--- src/rtl/txq_pkg.sv ---
package txq_pkg;

    typedef enum logic {
        ST_IDLE = 1'b0,
        ST_SEND = 1'b1
    } txq_state_e;

    function automatic int unsigned ring_next(int unsigned idx, int unsigned depth);
        return (idx == depth - 1) ? 0 : idx + 1;
    endfunction

endpackage

--- src/rtl/txq_ring.sv ---
module txq_ring
    import txq_pkg::*;
#(
    parameter int W         = 8,
    parameter int DEPTH     = 8,
    parameter bit OVERWRITE = 1'b0,
    localparam int AW = (DEPTH > 1) ? $clog2(DEPTH) : 1,
    localparam int CW = $clog2(DEPTH + 1)
) (
    input  logic          clk,
    input  logic          rst,
    input  logic          flush,
    input  logic          push,
    input  logic [W-1:0]  din,
    input  logic          pop,
    output logic [W-1:0]  dout,
    output logic          empty,
    output logic          full,
    output logic [CW-1:0] count
);

    logic [W-1:0]  mem [DEPTH];
    logic [AW-1:0] rd_ptr, wr_ptr;
    logic [CW-1:0] cnt;
    logic          do_push, do_pop, drop_old;

    assign empty  = (cnt == '0);
    assign full   = (cnt == CW'(DEPTH));
    assign count  = cnt;
    assign dout   = mem[rd_ptr];
    assign do_pop = pop && !empty;

    generate
        if (OVERWRITE) begin : g_overwrite
            assign do_push  = push;
            assign drop_old = push && full && !do_pop;
        end else begin : g_discard
            assign do_push  = push && (!full || do_pop);
            assign drop_old = 1'b0;
        end
    endgenerate

    always_ff @(posedge clk) begin
        if (do_push && !flush && !rst) begin
            mem[wr_ptr] <= din;
        end
    end

    always_ff @(posedge clk) begin
        if (rst || flush) begin
            rd_ptr <= '0;
            wr_ptr <= '0;
            cnt    <= '0;
        end else begin
            if (do_push) begin
                wr_ptr <= AW'(ring_next(int'(wr_ptr), DEPTH));
            end
            if (do_pop || drop_old) begin
                rd_ptr <= AW'(ring_next(int'(rd_ptr), DEPTH));
            end
            cnt <= cnt + CW'(do_push) - CW'(do_pop || drop_old);
        end
    end

endmodule

--- src/rtl/txq_ctrl.sv ---
module txq_ctrl
    import txq_pkg::*;
(
    input  logic clk,
    input  logic rst,
    input  logic fifo_empty,
    input  logic trigger,
    input  logic single_mode,
    input  logic one_shot,
    input  logic abort_req,
    input  logic clear_req,
    input  logic tx_done,
    input  logic tx_err,
    input  logic tx_lost,
    output logic tx_req,
    output logic head_pop,
    output logic flush,
    output logic hist_push,
    output logic aborting
);

    txq_state_e state;
    logic trig_q, credit, abort_pend, clear_pend;
    logic frame_end, cancel, wipe, trig_rise, allowed, launch;

    always_comb begin
        frame_end = (state == ST_SEND) && (tx_done || tx_err || tx_lost);
        wipe      = clear_pend || clear_req;
        cancel    = abort_pend || abort_req || wipe;
        flush     = ((state == ST_IDLE) && clear_req) || (frame_end && wipe);
        head_pop  = frame_end && !wipe && (tx_done || one_shot || cancel);
        hist_push = (state == ST_SEND) && tx_done && !cancel;
        trig_rise = trigger && !trig_q;
        allowed   = single_mode ? credit : trigger;
        launch    = (state == ST_IDLE) && !fifo_empty && allowed && !clear_req;
    end

    assign tx_req   = (state == ST_SEND);
    assign aborting = abort_pend || clear_pend;

    always_ff @(posedge clk) begin
        if (rst) begin
            state      <= ST_IDLE;
            trig_q     <= 1'b0;
            credit     <= 1'b0;
            abort_pend <= 1'b0;
            clear_pend <= 1'b0;
        end else begin
            trig_q <= trigger;
            if (launch) begin
                state <= ST_SEND;
            end else if (frame_end) begin
                state <= ST_IDLE;
            end

            if (trig_rise) begin
                credit <= 1'b1;
            end else if (head_pop || flush || clear_req) begin
                credit <= 1'b0;
            end

            if (frame_end) begin
                abort_pend <= 1'b0;
                clear_pend <= 1'b0;
            end else if (state == ST_SEND) begin
                if (abort_req) abort_pend <= 1'b1;
                if (clear_req) clear_pend <= 1'b1;
            end
        end
    end

endmodule

--- src/rtl/can_txq.sv ---
module can_txq
    import txq_pkg::*;
#(
    parameter int MSG_W      = 64,
    parameter int TAG_W      = 8,
    parameter int STAMP_W    = 16,
    parameter int TXQ_DEPTH  = 8,
    parameter int HIST_DEPTH = 8
) (
    input  logic               clk,
    input  logic               rst,
    input  logic               push_valid,
    input  logic [MSG_W-1:0]   push_msg,
    input  logic [TAG_W-1:0]   push_tag,
    input  logic               clear_fifo,
    input  logic               abort_req,
    input  logic               cfg_use_pin,
    input  logic               tx_en_pin,
    input  logic               cfg_enable,
    input  logic               cfg_single,
    input  logic               cfg_one_shot,
    input  logic [STAMP_W-1:0] stamp_now,
    output logic               tx_req,
    output logic [MSG_W-1:0]   tx_msg,
    input  logic               tx_done,
    input  logic               tx_err,
    input  logic               tx_lost,
    input  logic               hist_pop,
    output logic               hist_valid,
    output logic [TAG_W-1:0]   hist_tag,
    output logic [STAMP_W-1:0] hist_time,
    output logic               txf_empty,
    output logic               txf_full,
    output logic               overflow,
    output logic               busy
);

    localparam int TXF_CW = $clog2(TXQ_DEPTH + 1);
    localparam int HST_CW = $clog2(HIST_DEPTH + 1);

    typedef struct packed {
        logic [TAG_W-1:0] tag;
        logic [MSG_W-1:0] msg;
    } q_entry_t;

    typedef struct packed {
        logic [TAG_W-1:0]   tag;
        logic [STAMP_W-1:0] stamp;
    } hist_rec_t;

    q_entry_t          q_in, q_head;
    hist_rec_t         h_in, h_out;
    logic [TXF_CW-1:0] txf_count;
    logic [HST_CW-1:0] hist_count;
    logic              head_pop, txf_flush, hist_push, aborting, trigger, hist_empty;

    assign q_in    = '{tag: push_tag, msg: push_msg};
    assign trigger = cfg_use_pin ? tx_en_pin : cfg_enable;

    txq_ring #(.W($bits(q_entry_t)), .DEPTH(TXQ_DEPTH), .OVERWRITE(1'b0)) u_txf (
        .clk(clk), .rst(rst), .flush(txf_flush),
        .push(push_valid), .din(q_in), .pop(head_pop),
        .dout(q_head), .empty(txf_empty), .full(txf_full), .count(txf_count)
    );

    txq_ctrl u_ctrl (
        .clk(clk), .rst(rst), .fifo_empty(txf_empty), .trigger(trigger),
        .single_mode(cfg_single), .one_shot(cfg_one_shot),
        .abort_req(abort_req), .clear_req(clear_fifo),
        .tx_done(tx_done), .tx_err(tx_err), .tx_lost(tx_lost),
        .tx_req(tx_req), .head_pop(head_pop), .flush(txf_flush),
        .hist_push(hist_push), .aborting(aborting)
    );

    assign h_in = '{tag: q_head.tag, stamp: stamp_now};

    txq_ring #(.W($bits(hist_rec_t)), .DEPTH(HIST_DEPTH), .OVERWRITE(1'b1)) u_hist (
        .clk(clk), .rst(rst), .flush(1'b0),
        .push(hist_push), .din(h_in), .pop(hist_pop),
        .dout(h_out), .empty(hist_empty), .full(), .count(hist_count)
    );

    assign tx_msg     = q_head.msg;
    assign hist_valid = !hist_empty;
    assign hist_tag   = h_out.tag;
    assign hist_time  = h_out.stamp;
    assign busy       = tx_req;

    always_ff @(posedge clk) begin
        if (rst || clear_fifo) begin
            overflow <= 1'b0;
        end else if (push_valid && txf_full && !head_pop && !txf_flush) begin
            overflow <= 1'b1;
        end
    end

endmodule

--- config.mk ---
export PLATFORM = sky130hd
export DESIGN_NAME = can_txq
export DESIGN_NICKNAME = d
export VERILOG_FILES = /design/src/rtl/txq_pkg.sv /design/src/rtl/txq_ring.sv /design/src/rtl/txq_ctrl.sv /design/src/rtl/can_txq.sv
export SDC_FILE = /design/constraint.sdc
export NUM_CORES = 1
export LEC_CHECK = 0
export ABC_CLOCK_PERIOD_IN_PS = 13250
export BUFFER_PORTS_ARGS = -buffer_cell sky130_fd_sc_hd__buf_2
export CAP_MARGIN = 20
export CORE_MARGIN = 3
export CORE_UTILIZATION = 60
export CTS_CLUSTER_SIZE = 28
export DETAILED_ROUTE_END_ITERATION = 8
export PLACE_DENSITY = 0.8
export SLEW_MARGIN = 0
export SYNTH_ARGS = -nofsm -noshare
export SYNTH_HDL_FRONTEND = slang
export SYNTH_SLANG_ARGS = --single-unit
--- constraint.sdc ---
create_clock -name clk -period 13.25 [get_ports clk]
set_input_delay 2.65 -clock clk [delete_from_list [all_inputs] [get_ports clk]]
set_output_delay 2.65 -clock clk [all_outputs]
set_load 0.02 [all_outputs]
==> results.md <==
- YS warnings: 0
- DRC Markers: 0
- Buf+Inv Stages, Crit Path: 3
- GRT Overall Usage: 0.225
- P_leak: ~11 nW
- Hold Path Depth: 1
- Combinational Power Share: 0.060
- Most common cell in the netlist: edfxtp_1
- Post_cts resized: 0
- Worst Hold Class: reg2reg
- Main synth FF type: edfxtp_1
- Routed Antenna Nets: 0
- R2R setup slack: about 9400 ps
- H-tree levels: 3
- Stages on worst setup path: 5
- Util after Layout: 0.688
- Crit-path slowest cell: buf_4
- Critical Path Sink Type: primary output
- FFs w/ async S/R, synth: 0
- DRT Pass-1 Iters: 6
- Worst-case clock buffer depth: 3
- Die H: 233 um
- Vias/cell: approximately 6.1
- VDD IR max: roughly 150 uV
- Hold Crit Endpoint: u_ctrl.credit
- Initial Util: 0.612
- First-pass GRT wire length: around 90,000 um
- Most used cell, CP: buf_4
- Fillcell total: about 3,100
- Die X-Extent: approximately 230 um
- Rows: 82
- Switch Pwr: between 1 and 1.5 mW
- TNS Setup: 0 ps
- Syn Inst Count: ~1,400
- Synth cell types: between 40 and 50
- Via count: around 14,000
- Worst slew margin: 0.264
- IO buf count: slightly below 200
- Tcrit/Tclk final: 0.496
- CP Max Fanout: 46
- Core Area: just over 0.05 mm2
- Max_cap viols: 0
- Delay-heaviest family, CP: buffers and inverters
- Postcts setup bufs: 0
- RR Endpoint: u_txf.mem[5][52]
- Crit path cell chain: buf_4 -> buf_4 -> mux4_2 -> mux2_2 -> buf_2
- Max incr delay on CP: roughly 790 ps
- Reg2reg path depth: 5
- Endpoints failing setup: 0
- CP required: 10,600 ps
- Skew final: ~17 ps
- HP Start: u_ctrl.trig_q
- Int Power: approximately 4.2 mW
- Post-synth EDFFs: about 770
- TritonCTS Buffers: 76
- Clock Pin Slew Worst Setup and Hold Paths: 60 ps
- Fin crit period: 6570 ps
- Synthesized net count: around 1,500
- Hpwl dp: around 31,000 um
- Hold Fails Final Rpt: 0
- Critical path class: reg2out
- Yosys top cell by area: edfxtp_1
- Sequential area share after synthesis: 0.767
- TritonCTS clock tree: built
- Placer's final routability congestion estimate: approximately 0.74
- Sw Ratio: 0.207
- Remaining global-route overflow: 0
- Max Transition Viols Final: 0
- WL final: around 59,000 um
- # hold bufs at CTS: 0
- Worst skew pair latency: about 600 ps
- Clk sinks: 800
- Initial DRC Count: roughly 1,100
- Startpoint Class: flop
- Root buf cell: clkbuf_16
- Status: completed
- Worst-margin pin slew: roughly 1100 ps
- Per-cell routed wire length: 25.9 um
- Syn avg cell area: 22.7 um2
- Crit path DAT: slightly below 4000 ps
- Synth-to-Final Area Change: 12.5%
- Largest cells by area after synthesis: edfxtp_1 (75%), mux4_2 (14%), mux2_2 (3.5%)
- Pwr Total: between 5 and 6 mW
- Commonest cells in the netlist: edfxtp_1 (768), mux4_2 (192), mux2_2 (96)
- Power share of the clock group: 0.407
- Initial antenna violation count: 16
- Flops & latches, synth: 800
- Power Dens Cells: approximately 150 mW/mm2
- Layout cells sized above 1: 0.403
- Reg2reg start: u_ctrl.tx_req
- Post-Syn Area: slightly above 0.03 mm2
- RSZ-0062 raised after global routing: no
- I/O Pins: around 200
- Seq pwr share: 0.533
- Largest net degree at the start of global routing: 65
- Max Fclk: 0.152 GHz
- Die area: around 0.054 mm2
- Final #Nets: about 1,700
- Vias in the first global route: about 15,000
- Synth top area share: 0.747
## through the flow
step | instance area [um2] | instances | hold slack (ps) | setup WS (ps)
finish | 34800 | 2274 | 430 | 6680
floorplan | 30900 | 1363 | 400 | 2190
global placement | 32300 | 2130 | 405 | 7140
detailed placement | 32300 | 2130 | 423 | 7110
global route | 34700 | 2272 | 446 | 6280
CTS | 34700 | 2268 | 433 | 6440
## logic make-up after synthesis
group | after synthesis | synth area share
adders and majority gates | 22 | 0.00940
and+or+nand+nor | 77 | 0.0129
xor gates and xnor gates | 4 | 0.00113
buffers and inverters | 140 | 0.0262
DFF | 800 | 0.767
muxes | 295 | 0.177
AOI/OAI and AO/OA | 25 | 0.00567
## cells in the final DEF (no fill, tap or decap), types with 5 or more instances in the layout
cell / synthesis / layout
clkbuf_1: 29 / 11
nor2_1: 23 / 13
nor2_4: 0 / 10
edfxtp_1: 768 / 768
ha_1: 20 / 20
inv_1: 17 / 17
diode_2: 0 / 6
buf_2: 22 / 195
or3_1: 5 / 5
buf_4: 66 / 23
mux4_2: 192 / 192
clkbuf_16: 0 / 76
mux2i_1: 7 / 7
bufinv_16: 0 / 10
dfxtp_1: 32 / 27
mux2_2: 96 / 96
a21oi_1: 12 / 12
nand2b_1: 5 / 5
clkinv_1: 0 / 16
nand2_1: 18 / 18
clkinv_2: 0 / 15
## cell type report
class,instances,area [um2],share of cell area
sequential,800,23700,0.682
multi-input combinational,423,6480,0.187
clock buffer,87,1940,0.0559
timing repair buffer,218,1150,0.0331
tap,672,841,0.0242
clock inverter,51,539,0.0155
inverter,17,63.8,0.00184
antenna,6,15.0,0.000432
## power groups by stage
stage          Combinational, mW  Sequential (mW)  Clock [mW]
5_1_grt                    0.348             2.83        2.29
2_1_floorplan              0.248             2.85           0
4_1_cts                    0.323             2.83        2.20
3_3_place_gp               0.309             2.88           0
3_5_place_dp               0.319             2.88           0
6_report                   0.319             2.83        2.16
## state kept, by name (all words and copies together), names as in the netlist, named ones only
register           count
u_ctrl.trig_q          1
u_hist.mem           192
u_txf.rd_ptr           3
overflow               1
u_hist.count           4
u_ctrl.abort_pend      1
u_txf.mem            576
u_ctrl.clear_pend      1
u_ctrl.credit          1
u_txf.count            4
u_hist.rd_ptr          3
u_hist.wr_ptr          3
u_ctrl.tx_req          1
u_txf.wr_ptr           3
## metal layers
| metal | wire, um | up-vias | global-route usage | part of all wire |
|---|---|---|---|---|
| met5 | 113 | - | 0 | 0.0019 |
| met4 | 1520 | 16 | 0.0837 | 0.026 |
| met3 | 4490 | 113 | 0.0628 | 0.076 |
| met2 | 30400 | 485 | 0.372 | 0.52 |
| met1 | 22300 | 7197 | 0.288 | 0.38 |
| li1 | - | 5949 | - | - |
## worst max path at each step
stage	from	end	slack (ps)
finish	flop	tx_msg[49]	6680
global placement	flop	tx_msg[47]	7140
floorplan	tx_err	u_txf.mem[2][0]	2190
detailed placement	flop	tx_msg[47]	7110
global route	flop	tx_msg[47]	6280
CTS	flop	tx_msg[47]	6440
Note: power is estimated with default switching activity, not from simulation.
